<file path="config.mk">
export PLATFORM = sky130hd
export DESIGN_NAME = cart_bank_ctrl
export DESIGN_NICKNAME = d
export VERILOG_FILES = /design/src/rtl/cbc_pkg.sv /design/src/rtl/cbc_region_decode.sv /design/src/rtl/cbc_bank_regs.sv /design/src/rtl/cbc_window_map.sv /design/src/rtl/cart_bank_ctrl.sv
export SDC_FILE = /design/constraint.sdc
export NUM_CORES = 1
export LEC_CHECK = 0
export ABC_AREA = 1
export BUFFER_PORTS_ARGS = -buffer_cell sky130_fd_sc_hd__buf_4
export CORE_MARGIN = 2
export CORE_UTILIZATION = 33
export CTS_BUF_LIST = sky130_fd_sc_hd__clkbuf_16
export CTS_CLUSTER_DIAMETER = 200
export DETAILED_ROUTE_END_ITERATION = 10
export HOLD_SLACK_MARGIN = 0.05
export PLACE_DENSITY = 0.64
export SYNTH_ARGS = -nofsm -noshare
export SYNTH_HDL_FRONTEND = slang
export SYNTH_HIERARCHICAL = 1
export SYNTH_SLANG_ARGS = --single-unit
</file>
<file path="constraint.sdc">
create_clock -name clk -period 1.2 [get_ports clk]
set_input_delay 0.12 -clock clk [delete_from_list [all_inputs] [get_ports clk]]
set_output_delay 0.12 -clock clk [all_outputs]
set_load 0.01 [all_outputs]
</file>
<file path="src/rtl/cbc_pkg.sv">
package cbc_pkg;
  // Source of data seen in the external RAM window
  typedef enum logic [1:0] {
    SRC_RAM   = 2'd0,
    SRC_CLOCK = 2'd1,
    SRC_OPEN  = 2'd2
  } win_src_e;

  // Control register regions, indexed by address bits [15:13]
  localparam int unsigned RGN_ENABLE = 0;
  localparam int unsigned RGN_ROM    = 1;
  localparam int unsigned RGN_SELECT = 2;
  localparam int unsigned RGN_LATCH  = 3;
  localparam int unsigned N_CTL_RGN  = 4;
endpackage

</file>
<file path="src/rtl/cbc_region_decode.sv">
module cbc_region_decode #(
  parameter int unsigned ADDR_W = 16,
  parameter int unsigned N_CTL  = 4
) (
  input  logic [2:0]       rgn,
  input  logic             cpu_wr,
  input  logic             cpu_rd,
  output logic [N_CTL-1:0] ctl_wr,
  output logic             rom_win,
  output logic             ram_win,
  output logic             unclaimed
);
  localparam logic [2:0] RGN_ROM_LO = 3'd2;
  localparam logic [2:0] RGN_ROM_HI = 3'd3;
  localparam logic [2:0] RGN_XRAM   = 3'd5;

  for (genvar g = 0; g < N_CTL; g++) begin : g_ctl
    assign ctl_wr[g] = cpu_wr && (rgn == 3'(g));
  end

  assign rom_win = (rgn == RGN_ROM_LO) || (rgn == RGN_ROM_HI);
  assign ram_win = (rgn == RGN_XRAM);

  // Writes below the top half always land in a control register
  logic claimed;
  assign claimed   = rom_win || ram_win || (cpu_wr && !rgn[2]);
  assign unclaimed = (cpu_rd || cpu_wr) && !claimed;
endmodule

</file>
<file path="src/rtl/cbc_bank_regs.sv">
module cbc_bank_regs #(
  parameter int unsigned DATA_W       = 8,
  parameter int unsigned ROM_BANK_W   = 7,
  parameter int unsigned RAM_BANK_W   = 2,
  parameter int unsigned CLK_IDX_W    = 3,
  parameter int unsigned CLK_SEL_BASE = 8,
  parameter int unsigned CLK_REG_CNT  = 5,
  parameter int unsigned N_CTL        = 4
) (
  input  logic                  clk,
  input  logic                  rst_n,
  input  logic [N_CTL-1:0]      ctl_wr,
  input  logic [DATA_W-1:0]     wdata,
  input  logic [ROM_BANK_W:0]   cfg_rom_banks,
  input  logic [RAM_BANK_W:0]   cfg_ram_banks,
  input  logic                  cfg_clk_present,
  output logic                  en_q,
  output logic [ROM_BANK_W-1:0] rom_bank_q,
  output logic [RAM_BANK_W-1:0] ram_bank_q,
  output logic                  clk_mode_q,
  output logic [CLK_IDX_W-1:0]  clk_idx_q,
  output logic                  latch_pulse
);
  import cbc_pkg::*;

  localparam logic [DATA_W-1:0] RAM_SEL_END = DATA_W'(1 << RAM_BANK_W);
  localparam logic [DATA_W-1:0] CLK_SEL_LO  = DATA_W'(CLK_SEL_BASE);
  localparam logic [DATA_W-1:0] CLK_SEL_HI  = DATA_W'(CLK_SEL_BASE + CLK_REG_CNT - 1);
  localparam logic [3:0]        EN_KEY      = 4'hA;
  localparam logic [DATA_W-1:0] LATCH_ARM   = DATA_W'(0);
  localparam logic [DATA_W-1:0] LATCH_FIRE  = DATA_W'(1);

  logic                  en_d, clk_mode_d, last_zero_d, last_zero_q;
  logic [ROM_BANK_W-1:0] rom_bank_d, rom_mask, rom_pick;
  logic [RAM_BANK_W-1:0] ram_bank_d, ram_mask;
  logic [CLK_IDX_W-1:0]  clk_idx_d;
  logic                  sel_ram, sel_clk;
  logic                  ld_en, ld_rom, ld_sel, ld_latch;

  // Clock enables per register group
  assign ld_en    = ctl_wr[RGN_ENABLE];
  assign ld_rom   = ctl_wr[RGN_ROM];
  assign ld_sel   = ctl_wr[RGN_SELECT];
  assign ld_latch = ctl_wr[RGN_LATCH] && cfg_clk_present;

  assign rom_mask = ROM_BANK_W'(cfg_rom_banks - 1'b1);
  assign ram_mask = RAM_BANK_W'(cfg_ram_banks - 1'b1);
  assign rom_pick = (wdata[ROM_BANK_W-1:0] == '0) ? ROM_BANK_W'(1) : wdata[ROM_BANK_W-1:0];
  assign sel_ram  = (wdata < RAM_SEL_END);
  assign sel_clk  = (wdata >= CLK_SEL_LO) && (wdata <= CLK_SEL_HI);

  always_comb begin
    en_d        = en_q;
    rom_bank_d  = rom_bank_q;
    ram_bank_d  = ram_bank_q;
    clk_mode_d  = clk_mode_q;
    clk_idx_d   = clk_idx_q;
    last_zero_d = last_zero_q;
    if (ld_en)  en_d = (wdata[3:0] == EN_KEY);
    if (ld_rom) rom_bank_d = rom_pick & rom_mask;
    if (ld_sel) begin
      if (sel_clk) begin
        if (cfg_clk_present && en_q) begin
          clk_mode_d = 1'b1;
          clk_idx_d  = CLK_IDX_W'(wdata - CLK_SEL_LO);
        end
      end else if (sel_ram) begin
        clk_mode_d = 1'b0;
        ram_bank_d = wdata[RAM_BANK_W-1:0] & ram_mask;
      end
    end
    if (ld_latch) last_zero_d = (wdata == LATCH_ARM);
  end

  assign latch_pulse = ld_latch && last_zero_q && (wdata == LATCH_FIRE);

  always_ff @(posedge clk or negedge rst_n) begin
    if (!rst_n) begin
      en_q        <= 1'b0;
      rom_bank_q  <= ROM_BANK_W'(1);
      ram_bank_q  <= '0;
      clk_mode_q  <= 1'b0;
      clk_idx_q   <= '0;
      last_zero_q <= 1'b1;
    end else begin
      en_q        <= en_d;
      rom_bank_q  <= rom_bank_d;
      ram_bank_q  <= ram_bank_d;
      clk_mode_q  <= clk_mode_d;
      clk_idx_q   <= clk_idx_d;
      last_zero_q <= last_zero_d;
    end
  end
endmodule

</file>
<file path="src/rtl/cbc_window_map.sv">
module cbc_window_map #(
  parameter int unsigned ROM_BANK_W = 7,
  parameter int unsigned RAM_BANK_W = 2,
  parameter int unsigned ROM_WIN_W  = 14,
  parameter int unsigned RAM_WIN_W  = 13
) (
  input  logic [ROM_WIN_W-1:0]           rom_off,
  input  logic [RAM_WIN_W-1:0]           ram_off,
  input  logic                           cpu_wr,
  input  logic                           cpu_rd,
  input  logic                           rom_win,
  input  logic                           ram_win,
  input  logic                           en_q,
  input  logic [ROM_BANK_W-1:0]          rom_bank_q,
  input  logic [RAM_BANK_W-1:0]          ram_bank_q,
  input  logic                           clk_mode_q,
  input  logic                           ram_fitted,
  input  logic                           cfg_clk_present,
  output logic [ROM_BANK_W+ROM_WIN_W-1:0] rom_addr,
  output logic                           rom_sel,
  output logic [RAM_BANK_W+RAM_WIN_W-1:0] ram_addr,
  output cbc_pkg::win_src_e              win_src,
  output logic                           ram_we,
  output logic                           ram_rd,
  output logic                           clk_we
);
  import cbc_pkg::*;

  assign rom_addr = {rom_bank_q, rom_off};
  assign ram_addr = {ram_bank_q, ram_off};
  assign rom_sel  = cpu_rd && rom_win;

  always_comb begin
    if (!en_q)           win_src = SRC_OPEN;
    else if (clk_mode_q) win_src = cfg_clk_present ? SRC_CLOCK : SRC_OPEN;
    else                 win_src = ram_fitted ? SRC_RAM : SRC_OPEN;
  end

  assign ram_we = cpu_wr && ram_win && (win_src == SRC_RAM);
  assign ram_rd = cpu_rd && ram_win && (win_src == SRC_RAM);
  assign clk_we = cpu_wr && ram_win && (win_src == SRC_CLOCK);
endmodule

</file>
<file path="src/rtl/cart_bank_ctrl.sv">
module cart_bank_ctrl #(
  parameter int unsigned ADDR_W     = 16,
  parameter int unsigned DATA_W     = 8,
  parameter int unsigned ROM_BANK_W = 7,
  parameter int unsigned RAM_BANK_W = 2,
  parameter int unsigned ROM_WIN_W  = 14,
  parameter int unsigned RAM_WIN_W  = 13,
  parameter int unsigned CLK_IDX_W  = 3
) (
  input  logic                           clk,
  input  logic                           rst_n,
  input  logic [ADDR_W-1:0]              cpu_addr,
  input  logic [DATA_W-1:0]              cpu_wdata,
  input  logic                           cpu_wr,
  input  logic                           cpu_rd,
  input  logic [ROM_BANK_W:0]            cfg_rom_banks,
  input  logic [RAM_BANK_W:0]            cfg_ram_banks,
  input  logic                           cfg_clk_present,
  output logic [ROM_BANK_W+ROM_WIN_W-1:0] rom_addr,
  output logic                           rom_sel,
  output logic [RAM_BANK_W+RAM_WIN_W-1:0] ram_addr,
  output logic                           ram_we,
  output logic                           ram_rd,
  output logic [1:0]                     win_src,
  output logic [CLK_IDX_W-1:0]           clk_idx,
  output logic                           clk_we,
  output logic                           clk_latch,
  output logic                           unclaimed
);
  import cbc_pkg::*;

  // Reset: asserted asynchronously, released on a clock edge
  logic [1:0] rst_sync_q;
  logic       rst_n_int;
  always_ff @(posedge clk or negedge rst_n) begin
    if (!rst_n) rst_sync_q <= 2'b00;
    else        rst_sync_q <= {rst_sync_q[0], 1'b1};
  end
  assign rst_n_int = rst_sync_q[1];

  logic [N_CTL_RGN-1:0]  ctl_wr;
  logic                  rom_win, ram_win, en_q, clk_mode_q;
  logic [ROM_BANK_W-1:0] rom_bank_q;
  logic [RAM_BANK_W-1:0] ram_bank_q;
  win_src_e              src;

  cbc_region_decode #(.ADDR_W(ADDR_W), .N_CTL(N_CTL_RGN)) u_dec (
    .rgn(cpu_addr[ADDR_W-1 -: 3]), .cpu_wr(cpu_wr), .cpu_rd(cpu_rd),
    .ctl_wr(ctl_wr), .rom_win(rom_win), .ram_win(ram_win), .unclaimed(unclaimed)
  );

  cbc_bank_regs #(
    .DATA_W(DATA_W), .ROM_BANK_W(ROM_BANK_W), .RAM_BANK_W(RAM_BANK_W),
    .CLK_IDX_W(CLK_IDX_W), .CLK_SEL_BASE(8), .CLK_REG_CNT(5), .N_CTL(N_CTL_RGN)
  ) u_regs (
    .clk(clk), .rst_n(rst_n_int), .ctl_wr(ctl_wr), .wdata(cpu_wdata),
    .cfg_rom_banks(cfg_rom_banks), .cfg_ram_banks(cfg_ram_banks),
    .cfg_clk_present(cfg_clk_present), .en_q(en_q), .rom_bank_q(rom_bank_q),
    .ram_bank_q(ram_bank_q), .clk_mode_q(clk_mode_q), .clk_idx_q(clk_idx),
    .latch_pulse(clk_latch)
  );

  cbc_window_map #(
    .ROM_BANK_W(ROM_BANK_W), .RAM_BANK_W(RAM_BANK_W),
    .ROM_WIN_W(ROM_WIN_W), .RAM_WIN_W(RAM_WIN_W)
  ) u_map (
    .rom_off(cpu_addr[ROM_WIN_W-1:0]), .ram_off(cpu_addr[RAM_WIN_W-1:0]),
    .cpu_wr(cpu_wr), .cpu_rd(cpu_rd), .rom_win(rom_win), .ram_win(ram_win),
    .en_q(en_q), .rom_bank_q(rom_bank_q), .ram_bank_q(ram_bank_q),
    .clk_mode_q(clk_mode_q), .ram_fitted(cfg_ram_banks != '0),
    .cfg_clk_present(cfg_clk_present), .rom_addr(rom_addr), .rom_sel(rom_sel),
    .ram_addr(ram_addr), .win_src(src), .ram_we(ram_we), .ram_rd(ram_rd),
    .clk_we(clk_we)
  );

  assign win_src = src;
endmodule

</file>
==> impl_metrics.yaml, run 1 <==
yosys:
  ys.flop_type: "dfrtp_1"
  syn_area_um2: 1370
  ys_seq_area_share_pct: 31.2
  synth_seq_cells: 17
  synth_common_cells: "48 x nand2_1, 36 x buf_4, 24 x inv_1"
  synth-async-reset-ratio_pct: 100
  yosys.area.top_type: "dfrtp_1"
  yosysUniqueCellTypes: 26
  synth.avg_cell_area_um2: 7.25
  synth_top_area_share_pct: 27.4
  syn_inst: 189
  yosys_warnings: 6
  synth_area_leaders: "dfrtp_1 27%, buf_4 20%, nand2_1 13%"
  synth_edf_count: 0
  yosysMostFrequentCell: "nand2_1"
  synth.net_count: 230
cells_and_area:
  multi_input_area_um2: 592
  design_area_um2: 1690
  register_area_um2: 429
  area_growth_pct: 23.4
  drive_gt1_share_pct: 38.3
  n_fill_cell: 418
  final_nets: 256
  n_antenna_cell: 0
clocking:
  insertion_delay_ps: 250
  clkSinkCount: 17
  tritoncts: "yes"
  clk_pin_slew_ps: 50
  cts_root_buffer: "clkbuf_16"
  cts_htree_levels: 1
  cts_setup_buffers: 0
  cts_buffer_depth: 2
  cts_inserted_buffers: 3
route:
  dr.pass1.iters: 4
  ant_nets: 0
  vias_per_cell: 4.34
  wl_per_cell_um: 10.7
  initialDrtViolationCount: 59
  vias: 1147
  routed_wl_um: 2830
  drc: 0
placed_design:
  dp_hpwl_um: 2290
  place_area_um2: 1580
  portBuffers: 46
  gp_congestion: 0.742
  place_ws_ps: -102
global_route:
  grt_usage_pct: 13.5
  grt_pass1_wl_um: 4750
  grt_max_degree: 16
  grt_pass1_vias: 1150
  antenna_found_initial: 0
  grt.overflow.total: 0
setup_path:
  critPathKind: "reg2out"
  cp_slowest_cell: "dfstp_2"
  cp_max_fo: 2
  r2r_setup_slack_ps: 200
  worstSetupStartpointType: "register"
  crit_path_cell_trace: "nand3_2 > nor3_2 > buf_4"
  worstPathArrival_ps: 1140
  worst_setup_path_end_kind: "primary output"
  cp.required_ps: 1080
  max_stage_delay_ps: 550
status:
  status: "complete, but fails checks"
  violations: "setup timing"
power_and_ir_drop:
  power.density_nw_per_um2: 990
  p_leak_uw: 0.000958
  vdd_drop_max_mv: 0.377
  p_total_uw: 1670
timing:
  setup_viol: 1
  drv_slew: 0
  period_needed_ps: 1260
  finalHoldViolations: 0
  fmax_mhz: 792
  rsz0062_at_grt: "yes"
  skew_ps: 0.755
  finalWorstSetupSlack_ps: -62.6
  post-route-period-util_pct: 105
floorplanning:
  design.core.area_um2: 4000
  die_width_um: 68.4
  die_h_um: 68.4
  pin_count: 87
  initial_core_util_pct: 34.3
  die_area_um2: 4680
  rows: 23
run:
  maxCapViolCount: 0
hold_path:
  hp-class: "in2reg"
[worst max-delay path: cells and delay by family, from the launching register on]
| family | cells | cell delay, ps |
|---|---|---|
| flip-flops | 1 | 550 |
| AND/OR/NAND/NOR | 2 | 200 |
| buffers and inverters | 1 | 150 |
[path summary, 6_finish.rpt]
check                                         from                    to  cells after the start
worst max-delay path            u_regs/last_zero_q             clk_latch                      3
worst min-delay path              cfg_rom_banks[0]  u_regs/rom_bank_q[0]                      4
worst max register to register         u_regs/en_q   u_regs/clk_idx_q[2]                      5
worst min register to register       rst_sync_q[1]  u_regs/rom_bank_q[4]                      1
max in group asynchronous            rst_sync_q[1]  u_regs/rom_bank_q[0]                      1
min in group asynchronous            rst_sync_q[1]  u_regs/rom_bank_q[4]                      1
[per-layer routing]
layer | GRT usage, % | wire length (µm) | vias up
met5 | 0 | 0 | -
met4 | 6.50 | 53 | 0
met3 | 3.45 | 235 | 7
met2 | 23.2 | 1340 | 36
met1 | 15.4 | 1210 | 499
li1 | - | - | 605
[metrics by stage]
step / util, % / instances / hold WS (ps) / TNS [ps]
finish: 42.3 / 264 / 87.4 / -62.6
global route: 42.3 / 264 / 104 / -92.5
CTS: 42.0 / 264 / 90.6 / -26.6
detailed placement: 39.6 / 259 / -97.0 / -454
global placement: 39.6 / 259 / -98.0 / -192
floorplan: - / 189 / -176 / 0
[registers in the layout, summed over array words and instances, names as in the netlist]
name / cells
u_regs/ram_bank_q: 2
u_regs/clk_mode_q: 1
rst_sync_q: 2
u_regs/en_q: 1
u_regs/clk_idx_q: 3
u_regs/rom_bank_q: 7
u_regs/last_zero_q: 1
[timing repair]
item,CTS,global route
hold endpoints to repair,2,0
hold buffers,1,0
gates resized for setup,2,4
setup endpoints to repair,1,4
pin swaps,2,1
[kinds of logic after synthesis]
group	after synthesis	share of synthesized area, %
flops	17	31.2
simple gates	96	34.7
compound gates	11	5.39
buf+inv	62	26.8
other cells	1	0.274
xor+xnor	1	0.639
fa+ha+maj	1	0.913
[placed cells by master (no fill, tap or decap)]
| master | n |
|---|---|
| xnor2_1 | 1 |
| dfrtp_1 | 14 |
| a21oi_1 | 1 |
| nor2_1 | 11 |
| nand3_2 | 3 |
| nand2_2 | 2 |
| nor2_2 | 3 |
| nand2_4 | 2 |
| nor2_8 | 1 |
| o21ai_1 | 7 |
| nor3_2 | 1 |
| clkbuf_16 | 3 |
| buf_4 | 56 |
| nor3_1 | 2 |
| nand4_2 | 1 |
| or2_1 | 1 |
| o211ai_1 | 1 |
| dlygate4sd3_1 | 1 |
| conb_1 | 1 |
| a21boi_4 | 1 |
| inv_1 | 24 |
| dfstp_2 | 2 |
| nand4_1 | 4 |
| inv_2 | 3 |
| o31ai_1 | 1 |
| nor2_4 | 3 |
| ha_1 | 1 |
| nand2_1 | 48 |
| nand3_1 | 14 |
| dfrtp_2 | 1 |
[power breakdown]
part,total (µW),internal (µW),switching [µW]
logic,373,189,185
clock network,649,442,208
registers,651,624,27.0
total,1670,1250,419
[layout make-up]
class	instances	share of cell area, %
Tap cell	50	3.70
Inverter	26	5.77
Sequential cell	17	25.4
Clock inverter	1	0.222
Timing Repair Buffer	57	25.5
Multi-Input combinational cell	110	35.0
Clock buffer	3	4.44
(Power assumes the default switching activity.)
==> run 2, diff against run 1 <==
--- a/config.mk
+++ b/config.mk
@@ -13,7 +13,7 @@
 export CTS_CLUSTER_DIAMETER = 200
 export DETAILED_ROUTE_END_ITERATION = 10
 export HOLD_SLACK_MARGIN = 0.05
-export PLACE_DENSITY = 0.64
+export PLACE_DENSITY = 0.66
 export SYNTH_ARGS = -nofsm -noshare
 export SYNTH_HDL_FRONTEND = slang
 export SYNTH_HIERARCHICAL = 1
==> constraint.sdc (replaced) <==
create_clock -name clk -period 1.01 [get_ports clk]
set_input_delay 0.101 -clock clk [delete_from_list [all_inputs] [get_ports clk]]
set_output_delay 0.101 -clock clk [all_outputs]
set_load 0.01 [all_outputs]
==> run 2 against run 1 <==
Largest power group is now clock; non-clock buffer count grew 5; via count is 2.0% higher; setup slack got worse by 110 ps; the flow still finishes with violations (setup timing); critical endpoint unchanged.
==> impl_metrics.yaml, run 2 (same netlist as run 1, synthesis figures left out) <==
setup_path:
  cp_max_fo: 2
  critPathKind: "reg2out"
  worstSetupStartpointType: "register"
  r2r_setup_slack_ps: 0
  worst_setup_path_end_kind: "primary output"
  regToRegStartpoint: "u_regs/en_q"
  cp.required_ps: 910
  worstSetupStartpoint: "u_regs/last_zero_q"
  worstPathArrival_ps: 1080
power_and_ir_drop:
  vdd_drop_max_mv: 0.481
  p_leak_uw: 0.000986
  power.density_nw_per_um2: 1160
  p_total_uw: 2030
floorplanning:
  pin_count: 87
  die_area_um2: 4680
  initial_core_util_pct: 34.3
  rows: 23
  design.core.area_um2: 4000
  die_h_um: 68.4
  die_width_um: 68.4
route:
  dr.pass1.iters: 5
  drc: 0
  routed_wl_um: 2870
  initialDrtViolationCount: 31
  wl_per_cell_um: 10.7
  vias: 1170
  ant_nets: 0
  vias_per_cell: 4.35
global_route:
  grt_pass1_wl_um: 4810
  grt.overflow.total: 0
  grt_max_degree: 16
  grt_usage_pct: 13.7
  antenna_found_initial: 0
  grt_pass1_vias: 1165
placed_design:
  portBuffers: 46
  dp_hpwl_um: 2340
  dp_cells: 261
  place_ws_ps: -149
  gp_congestion: 0.827
cells_and_area:
  drive_gt1_share_pct: 41.6
  top_regs: "u_regs/rom_bank_q (7), u_regs/clk_idx_q (3)"
  final_common_cell: "buf_4"
  area_growth_pct: 28.4
  largest_register: "u_regs/rom_bank_q"
  layout_common_cells: "58 x buf_4, 47 x nand2_1, 23 x inv_1"
  n_antenna_cell: 0
  largest_register_ffs: 7
  fin_cells: 269
  final_nets: 261
hold_path:
  hp-class: "in2reg"
  hold_start: "cfg_rom_banks[0]"
clocking:
  clkSinkCount: 17
  clk_pin_slew_ps: 50
  cts_root_buffer: "clkbuf_16"
  cts_inserted_buffers: 3
  cts_buffer_depth: 2
  cts_htree_levels: 1
  tritoncts: "yes"
  insertion_delay_ps: 250
timing:
  finalHoldViolations: 0
  fmax_mhz: 844
  period_needed_ps: 1180
  post-route-period-util_pct: 117
  skew_ps: 3.39
  setup_viol: 7
  drv_slew: 0
  rsz0062_at_grt: "yes"
  finalWorstSetupSlack_ps: -175
status:
  status: "complete, but fails checks"
  violations: "setup timing"
run:
  maxCapViolCount: 0
## run 2: cell types whose count changed in the layout (fill, tap and decap cells not counted), sizes merged
cell	before	now
buf	56	61
## run 2: cell type report
type,count,area (µm²)
inverters,26,97.6
repair buffers,62,479
flip-flops and latches,17,429
fillers,429,2240
well taps,50,62.6
clock inverters,1,3.75
multi-input cells,110,612
clock buffers,3,75.1
## run 2: path summary, 6_finish.rpt
path	endpoint	cells past startpoint
min in group asynchronous	rst_sync_q[1]	2
hold / removal	u_regs/rom_bank_q[0]	4
hold reg to reg	u_regs/rom_bank_q[6]	1
setup / recovery	clk_latch	3
setup reg to reg	u_regs/clk_idx_q[1]	6
max in group asynchronous	u_regs/rom_bank_q[0]	1
## run 2: through the flow
| step | TNS [ps] | util (%) | area [µm²] | hold WS, ps |
|---|---|---|---|---|
| after floorplan | 0 | - | 1380 | -195 |
| after detailed placement | -933 | 40.1 | 1600 | -115 |
| final | -706 | 44.0 | 1760 | 65.5 |
| after global routing | -1230 | 44.0 | 1760 | 81.1 |
| after CTS | -882 | 43.6 | 1750 | 67.8 |
| after global placement | -637 | 40.1 | 1600 | -115 |
## run 2: repair_timing
item / CTS / global route
setup buffers: 2 / 1
hold endpoints to repair: 2 / 0
resized for setup: 10 / 3
hold buffers: 1 / 0
pin swaps: 6 / 2
endpoints found under the setup margin: 7 / 11
## run 2: metal layers
metal,up-vias,part of all wire [%],global-route usage (%)
li1,614,-,-
met1,519,41,15.0
met2,31,50,25.1
met3,6,6.5,2.30
met4,0,2.1,7.00
met5,-,0,0
## run 2: report_power, final
group	total, µW	internal (µW)	switching (µW)
Combinational	481	250	232
Sequential	773	741	32.2
Clock	778	525	253
## run 2: worst max-delay path, stage by stage, from the launching register on
cell     delay (ps)
dfstp_2         530
nand3_2          60
nor3_2          100
buf_4           140
